<file path="config.mk">
export PLATFORM = sky130hd
export DESIGN_NAME = r22_sdf_stage
export DESIGN_NICKNAME = d
export VERILOG_FILES = /design/src/rtl/r22_pkg.sv /design/src/rtl/r22_sdf_bf.sv /design/src/rtl/r22_twiddle.sv /design/src/rtl/r22_cmul.sv /design/src/rtl/r22_sdf_stage.sv
export SDC_FILE = /design/constraint.sdc
export NUM_CORES = 2
export LEC_CHECK = 0
export BUFFER_PORTS_ARGS = -buffer_cell sky130_fd_sc_hd__buf_4
export CAP_MARGIN = 15
export CORE_MARGIN = 1
export CORE_UTILIZATION = 65
export DETAILED_ROUTE_END_ITERATION = 6
export PLACE_DENSITY = 0.8
export SETUP_SLACK_MARGIN = 0.15
export SYNTH_ARGS = -nofsm -noshare
export SYNTH_HDL_FRONTEND = slang
export SYNTH_SLANG_ARGS = --single-unit
</file>
<file path="constraint.sdc">
create_clock -name clk -period 16.83 [get_ports clk]
set_input_delay 3.366 -clock clk [delete_from_list [all_inputs] [get_ports clk]]
set_output_delay 3.366 -clock clk [all_outputs]
set_load 0.02 [all_outputs]
</file>
<file path="src/rtl/r22_pkg.sv">
package r22_pkg;

  // clamp a value to the signed range of w bits
  function automatic longint sat_w(input longint v, input int w);
    longint hi;
    longint lo;
    hi = (longint'(1) <<< (w - 1)) - 1;
    lo = -hi - 1;
    if (v > hi) return hi;
    if (v < lo) return lo;
    return v;
  endfunction

  // (a + b) / 2, rounded half up
  function automatic longint half_sum(input longint a, input longint b);
    return (a + b + 1) >>> 1;
  endfunction

  // (a - b) / 2, rounded half up
  function automatic longint half_diff(input longint a, input longint b);
    return (a - b + 1) >>> 1;
  endfunction

  // arithmetic right shift by s with rounding half up
  function automatic longint rnd_shr(input longint v, input int s);
    return (v + (longint'(1) <<< (s - 1))) >>> s;
  endfunction

endpackage

</file>
<file path="src/rtl/r22_sdf_bf.sv">
module r22_sdf_bf
  import r22_pkg::*;
#(
  parameter int DW    = 16,
  parameter int DEPTH = 8
) (
  input  logic                 clk,
  input  logic                 step,
  input  logic                 bfly,
  input  logic signed [DW-1:0] a_re,
  input  logic signed [DW-1:0] a_im,
  output logic signed [DW-1:0] y_re,
  output logic signed [DW-1:0] y_im
);
  // feedback storage; contents before the first fill are never observed
  logic signed [DW-1:0] dl_re [DEPTH];
  logic signed [DW-1:0] dl_im [DEPTH];
  logic signed [DW-1:0] head_re, head_im;
  logic signed [DW-1:0] push_re, push_im;

  assign head_re = dl_re[DEPTH-1];
  assign head_im = dl_im[DEPTH-1];

  always_comb begin
    if (bfly) begin
      y_re    = DW'(half_sum(longint'(head_re), longint'(a_re)));
      y_im    = DW'(half_sum(longint'(head_im), longint'(a_im)));
      push_re = DW'(half_diff(longint'(head_re), longint'(a_re)));
      push_im = DW'(half_diff(longint'(head_im), longint'(a_im)));
    end else begin
      y_re    = head_re;
      y_im    = head_im;
      push_re = a_re;
      push_im = a_im;
    end
  end

  always_ff @(posedge clk) begin
    if (step) begin
      dl_re[0] <= push_re;
      dl_im[0] <= push_im;
      for (int i = 1; i < DEPTH; i++) begin
        dl_re[i] <= dl_re[i-1];
        dl_im[i] <= dl_im[i-1];
      end
    end
  end
endmodule

</file>
<file path="src/rtl/r22_twiddle.sv">
module r22_twiddle #(
  parameter int LOG_N = 4,
  parameter int TW_W  = 16
) (
  input  logic [LOG_N-1:0]       idx,
  output logic signed [TW_W-1:0] w_re,
  output logic signed [TW_W-1:0] w_im
);
  localparam int  N  = 1 << LOG_N;
  localparam real SC = 2.0 ** (TW_W - 2);

  logic signed [TW_W-1:0] tab_re [N];
  logic signed [TW_W-1:0] tab_im [N];

  // entry i holds e^{-j*2*pi*i/N}, with 1.0 at 2^(TW_W-2)
  for (genvar i = 0; i < N; i++) begin : g_tab
    localparam real ANG = 6.283185307179586 * i / N;
    localparam real CV  = $cos(ANG) * SC;
    localparam real SV  = -$sin(ANG) * SC;
    localparam int  CI  = (CV >= 0.0) ? $rtoi(CV + 0.5) : -$rtoi(0.5 - CV);
    localparam int  SI  = (SV >= 0.0) ? $rtoi(SV + 0.5) : -$rtoi(0.5 - SV);
    assign tab_re[i] = CI[TW_W-1:0];
    assign tab_im[i] = SI[TW_W-1:0];
  end

  assign w_re = tab_re[idx];
  assign w_im = tab_im[idx];
endmodule

</file>
<file path="src/rtl/r22_cmul.sv">
module r22_cmul
  import r22_pkg::*;
#(
  parameter int DW   = 16,
  parameter int TW_W = 16
) (
  input  logic signed [DW-1:0]   a_re,
  input  logic signed [DW-1:0]   a_im,
  input  logic signed [TW_W-1:0] w_re,
  input  logic signed [TW_W-1:0] w_im,
  output logic signed [DW-1:0]   p_re,
  output logic signed [DW-1:0]   p_im
);
  longint full_re, full_im;

  always_comb begin
    full_re = longint'(a_re) * longint'(w_re) - longint'(a_im) * longint'(w_im);
    full_im = longint'(a_re) * longint'(w_im) + longint'(a_im) * longint'(w_re);
    p_re    = DW'(sat_w(rnd_shr(full_re, TW_W - 2), DW));
    p_im    = DW'(sat_w(rnd_shr(full_im, TW_W - 2), DW));
  end
endmodule

</file>
<file path="src/rtl/r22_sdf_stage.sv">
module r22_sdf_stage
  import r22_pkg::*;
#(
  parameter int DW    = 16,
  parameter int LOG_N = 4,   // span of this pair is 2^LOG_N, at least 8
  parameter int TW_W  = 16
) (
  input  logic                 clk,
  input  logic                 rst_n,
  input  logic                 bypass,
  input  logic                 in_valid,
  input  logic signed [DW-1:0] in_re,
  input  logic signed [DW-1:0] in_im,
  output logic                 out_valid,
  output logic signed [DW-1:0] out_re,
  output logic signed [DW-1:0] out_im,
  output logic                 gate_en
);
  localparam int N     = 1 << LOG_N;
  localparam int D1    = N / 2;
  localparam int D2    = N / 4;
  localparam int START = 3 * N / 4;

  // named internal events
  logic step;        // a sample is accepted by the pipeline
  logic bf1_bfly;    // first butterfly combines instead of filling
  logic bf2_bfly;    // second butterfly combines instead of filling
  logic rot_on;      // -j applied to the sample entering butterfly two
  logic first_good;  // frame position 0 is entering butterfly two

  logic [LOG_N-1:0] cnt, r1c, r2c;
  logic signed [DW-1:0] r1_re, r1_im, r2_re, r2_im;
  logic r2g, warm;

  logic signed [DW-1:0] b1_re, b1_im, rt_re, rt_im, b2_re, b2_im;
  logic signed [DW-1:0] m_re, m_im;
  logic signed [TW_W-1:0] w_re, w_im;
  logic [1:0] tq, tk;
  logic [LOG_N-1:0] tw_idx;

  assign step       = in_valid & ~bypass;
  assign gate_en    = ~bypass;
  assign bf1_bfly   = cnt[LOG_N-1];
  assign bf2_bfly   = r1c[LOG_N-2];
  assign rot_on     = (r1c[LOG_N-1:LOG_N-2] == 2'b01);
  assign first_good = (r1c == LOG_N'(START));

  r22_sdf_bf #(.DW(DW), .DEPTH(D1)) u_bf1 (
    .clk(clk), .step(step), .bfly(bf1_bfly),
    .a_re(in_re), .a_im(in_im), .y_re(b1_re), .y_im(b1_im)
  );

  // -j * (re + j im) = im - j re
  always_comb begin
    if (rot_on) begin
      rt_re = r1_im;
      rt_im = DW'(sat_w(-longint'(r1_re), DW));
    end else begin
      rt_re = r1_re;
      rt_im = r1_im;
    end
  end

  r22_sdf_bf #(.DW(DW), .DEPTH(D2)) u_bf2 (
    .clk(clk), .step(step), .bfly(bf2_bfly),
    .a_re(rt_re), .a_im(rt_im), .y_re(b2_re), .y_im(b2_im)
  );

  // quarter within the output frame, then its bit-reversed frequency index
  assign tq     = r2c[LOG_N-1:LOG_N-2] + 2'd1;
  assign tk     = {tq[0], tq[1]};
  assign tw_idx = LOG_N'(r2c[LOG_N-3:0]) * LOG_N'(tk);

  r22_twiddle #(.LOG_N(LOG_N), .TW_W(TW_W)) u_rom (
    .idx(tw_idx), .w_re(w_re), .w_im(w_im)
  );

  r22_cmul #(.DW(DW), .TW_W(TW_W)) u_mul (
    .a_re(r2_re), .a_im(r2_im), .w_re(w_re), .w_im(w_im),
    .p_re(m_re), .p_im(m_im)
  );

  always_ff @(posedge clk or negedge rst_n) begin
    if (!rst_n) begin
      cnt       <= '0;
      r1c       <= '0;
      r2c       <= '0;
      r1_re     <= '0;
      r1_im     <= '0;
      r2_re     <= '0;
      r2_im     <= '0;
      r2g       <= 1'b0;
      warm      <= 1'b0;
      out_re    <= '0;
      out_im    <= '0;
      out_valid <= 1'b0;
    end else if (bypass) begin
      out_re    <= in_re;
      out_im    <= in_im;
      out_valid <= in_valid;
      cnt       <= '0;
      r1c       <= '0;
      r2g       <= 1'b0;
      warm      <= 1'b0;
    end else begin
      out_valid <= step & r2g;
      if (step) begin
        cnt    <= cnt + 1'b1;
        r1_re  <= b1_re;
        r1_im  <= b1_im;
        r1c    <= cnt;
        r2_re  <= b2_re;
        r2_im  <= b2_im;
        r2c    <= r1c;
        r2g    <= warm | first_good;
        warm   <= warm | first_good;
        out_re <= m_re;
        out_im <= m_im;
      end
    end
  end
endmodule

</file>
==> run_results.csv <==
group,metric,value,unit
route,antenna_left,0,
synthesis,synth_area_leaders,"fa_1 (32%), edfxtp_1 (18%), ha_1 (13%), inv_1 (8.1%), dfrtp_1 (4.2%)",
clock_tree,cts_hold_buf,0,
placement,io_buffers,69,
clock_tree,clkLatencyLatePin,0.56,ns
synthesis,synthesis.nets,8261,
global_route,grt_antenna_before_repair,0,
floorplanning,boundaryPins,70,
clock_tree,post_cts_buffers,0,
route,wire_per_inst,19.3,um
placement,dp_hpwl,120000,um
setup_path,path_max_fanout,17,
clock_tree,htree_levels,2,
cells_and_area,area_growth,5.17,%
setup_path,cp-start-kind,"register",
route,first_pass_iters,6,
cells_and_area,nets,8224,
pwr,power.density,100,mW/mm^2
run_status,status,"complete, no violations",
sta,fin_ws,4.32,ns
setup_path,critPathKind,"reg -> reg",
floorplanning,core-area,0.100,mm^2
sta,slew_headroom,0.270,
sta,rsz0062_at_grt,"no",
floorplanning,die_h,320,um
synthesis,synth_top_flop_cell,"edfxtp_1",
clock_tree,cts-root-buf,"clkbuf_16",
cells_and_area,drive_above_1_share,0.0476,
clock_tree,tritoncts,"built",
setup_path,critPathArrivalTime,12.98,ns
clock_tree,cts_buffers,43,
synthesis,synth_cells,6515,
clock_tree,cts_buffer_depth,3,
placement,placed_cell_area,0.0675,mm^2
global_route,grt_overflow,0,
sta,hold_viol,0,
flow_run,max_cap_violations,0,
sta,period_share,0.743,
synthesis,async_reset_ff_frac,0.223,
sta,max_freq,79.9,MHz
setup_path,cp.required,17.30,ns
cells_and_area,stdcell_count,7811,
setup_path,endpoint_kind,"register",
route,drt_wl_total,151000,um
route,viasPerCell,5.78,
setup_path,path_common_cell,"fa_1",
clock_tree,clk_pin_slew,0.07,ns
synthesis,synth_most_common_cell,"inv_1",
pwr,vdd_ir_drop_max,0.140,mV
sta,fin_setup_tns,0,ns
setup_path,critPathBufInv,3,
pwr,leakage,34.1,nW
route,drtIter0Drc,3278,
placement,dp_slack,3.89,ns
floorplanning,die_w,320,um
setup_path,slowest_stage,"o41ai_1",
sta,tightest_slew,1.08,ns
placement,place_inst,7729,
floorplanning,initial_core_util,0.656,
route,vias,45132,
setup_path,cp_top_family,"adder cells",
setup_path,slowest_delay,0.89,ns
placement,gp_congestion,0.915,
synthesis,synth_commonest_cells,"inv_1 (1409), fa_1 (1044), ha_1 (666)",
hold_path,hp-class,"reg -> reg",
sta,setup_viol,0,
floorplanning,dieArea,0.102,mm^2
cells_and_area,final_area,0.0690,mm^2
sta,drv_slew,0,
synthesis,avgSynthCellArea,10.1,um^2
global_route,grt_pass1_vias,47390,
cells_and_area,n_antenna_cell,0,
floorplanning,fp-row-count,116,
synthesis,yosysTopAreaCell,"fa_1",
synthesis,synth_warnings,0,
clock_tree,clkSinkCount,494,
synthesis,syn_area,0.0656,mm^2
synthesis,synth.ff_latch_count,494,
global_route,grt_pass1_wl,247000,um
synthesis,yosysSeqAreaShare,0.218,
clock_tree,ctsResizeCount,0,
route,drc,0,
global_route,grt_max_degree,99,
global_route,grt_usage,0.308,
sta,fin_skew,0.0212,ns
synthesis,yosysUniqueCellTypes,90,
synthesis,synth_top_cell_area_share,0.319,
synthesis,synth_edf_count,384,
sta,fin_crit,12.51,ns
==> report_power, final <==
group          switching [W]  leakage [nW]  internal (W)
Sequential         0.0000940          4.96       0.00143
Clock               0.000455         0.707      0.000567
Combinational        0.00268          28.4       0.00167
Total                0.00323          34.1       0.00366
==> metal layers <==
layer	wire (um)	track usage	share of wire	up-vias
met5	0	0	0	-
met4	7330	0.130	0.049	0
met3	12300	0.0475	0.081	352
met2	71700	0.503	0.47	1681
met1	59700	0.412	0.40	22557
li1	-	-	-	20542
==> metrics by stage <==
step	hold slack, ns	utilization	total power (W)
after global routing	0.417	0.690	0.00744
after global placement	0.400	0.675	0.00568
after floorplan	0.400	-	0.00462
final	0.413	0.690	0.00689
after detailed placement	0.405	0.675	0.00580
after CTS	0.410	0.689	0.00686
==> registers in the layout (all words and copies together) (netlist names), 64 cells and up <==
name and count:
u_bf1.dl_im 128, u_bf1.dl_re 128, u_bf2.dl_im 64, u_bf2.dl_re 64
==> worst paths after layout <==
kind	startpoint	to	slack [ns]	cells after the start
max	r2c[2]	out_re[0]	4.32	40
min	u_bf1.dl_re[1][44]	u_bf1.dl_re[1][60]	0.41	0
max reg2reg	r2c[2]	out_re[0]	4.32	40
min reg2reg	u_bf1.dl_re[1][44]	u_bf1.dl_re[1][60]	0.41	0
max in group asynchronous	rst_n	cnt[3]	12.54	2
min in group asynchronous	rst_n	out_re[9]	2.82	1
==> cell usage in the layout (no fill, tap or decap), types with 13 or more instances in the layout <==
cell type / instances
a21o_1: 81
a21oi_1: 223
a221oi_1: 13
a22oi_1: 16
a31oi_1: 19
and2_1: 342
and3_1: 28
buf_4: 130
clkbuf_16: 47
dfrtp_1: 108
edfxtp_1: 384
fa_1: 1044
ha_1: 666
inv_1: 1408
mux2i_1: 47
nand2_1: 526
nand2b_1: 26
nand3_1: 60
nand4_1: 20
nor2_1: 231
nor2b_1: 91
nor3_1: 64
nor3b_1: 21
o21a_1: 34
o21ai_0: 202
o21ai_1: 41
o21bai_1: 37
or2_2: 38
or3_1: 36
xnor2_1: 206
xor2_1: 63
==> final cells by class <==
| type | instances | area [um^2] |
|---|---|---|
| Tap cell | 1298 | 1620 |
| Clock buffer | 56 | 1220 |
| Sequential cell | 494 | 14300 |
| Clock inverter | 24 | 239 |
| Multi-Input combinational cell | 4398 | 45300 |
| Timing Repair Buffer | 132 | 1000 |
| Inverter | 1409 | 5300 |
| Fill cell | 7365 | 31000 |
==> logic make-up after synthesis <==
logic type,Yosys count,synth area share
mux,70,0.0117
simple gates,1530,0.116
compound gates,819,0.0791
fa+ha+maj,1710,0.446
flops,494,0.218
buf+inv,1623,0.0933
xor+xnor,269,0.0359
Note: power is estimated with default switching activity, not from simulation.
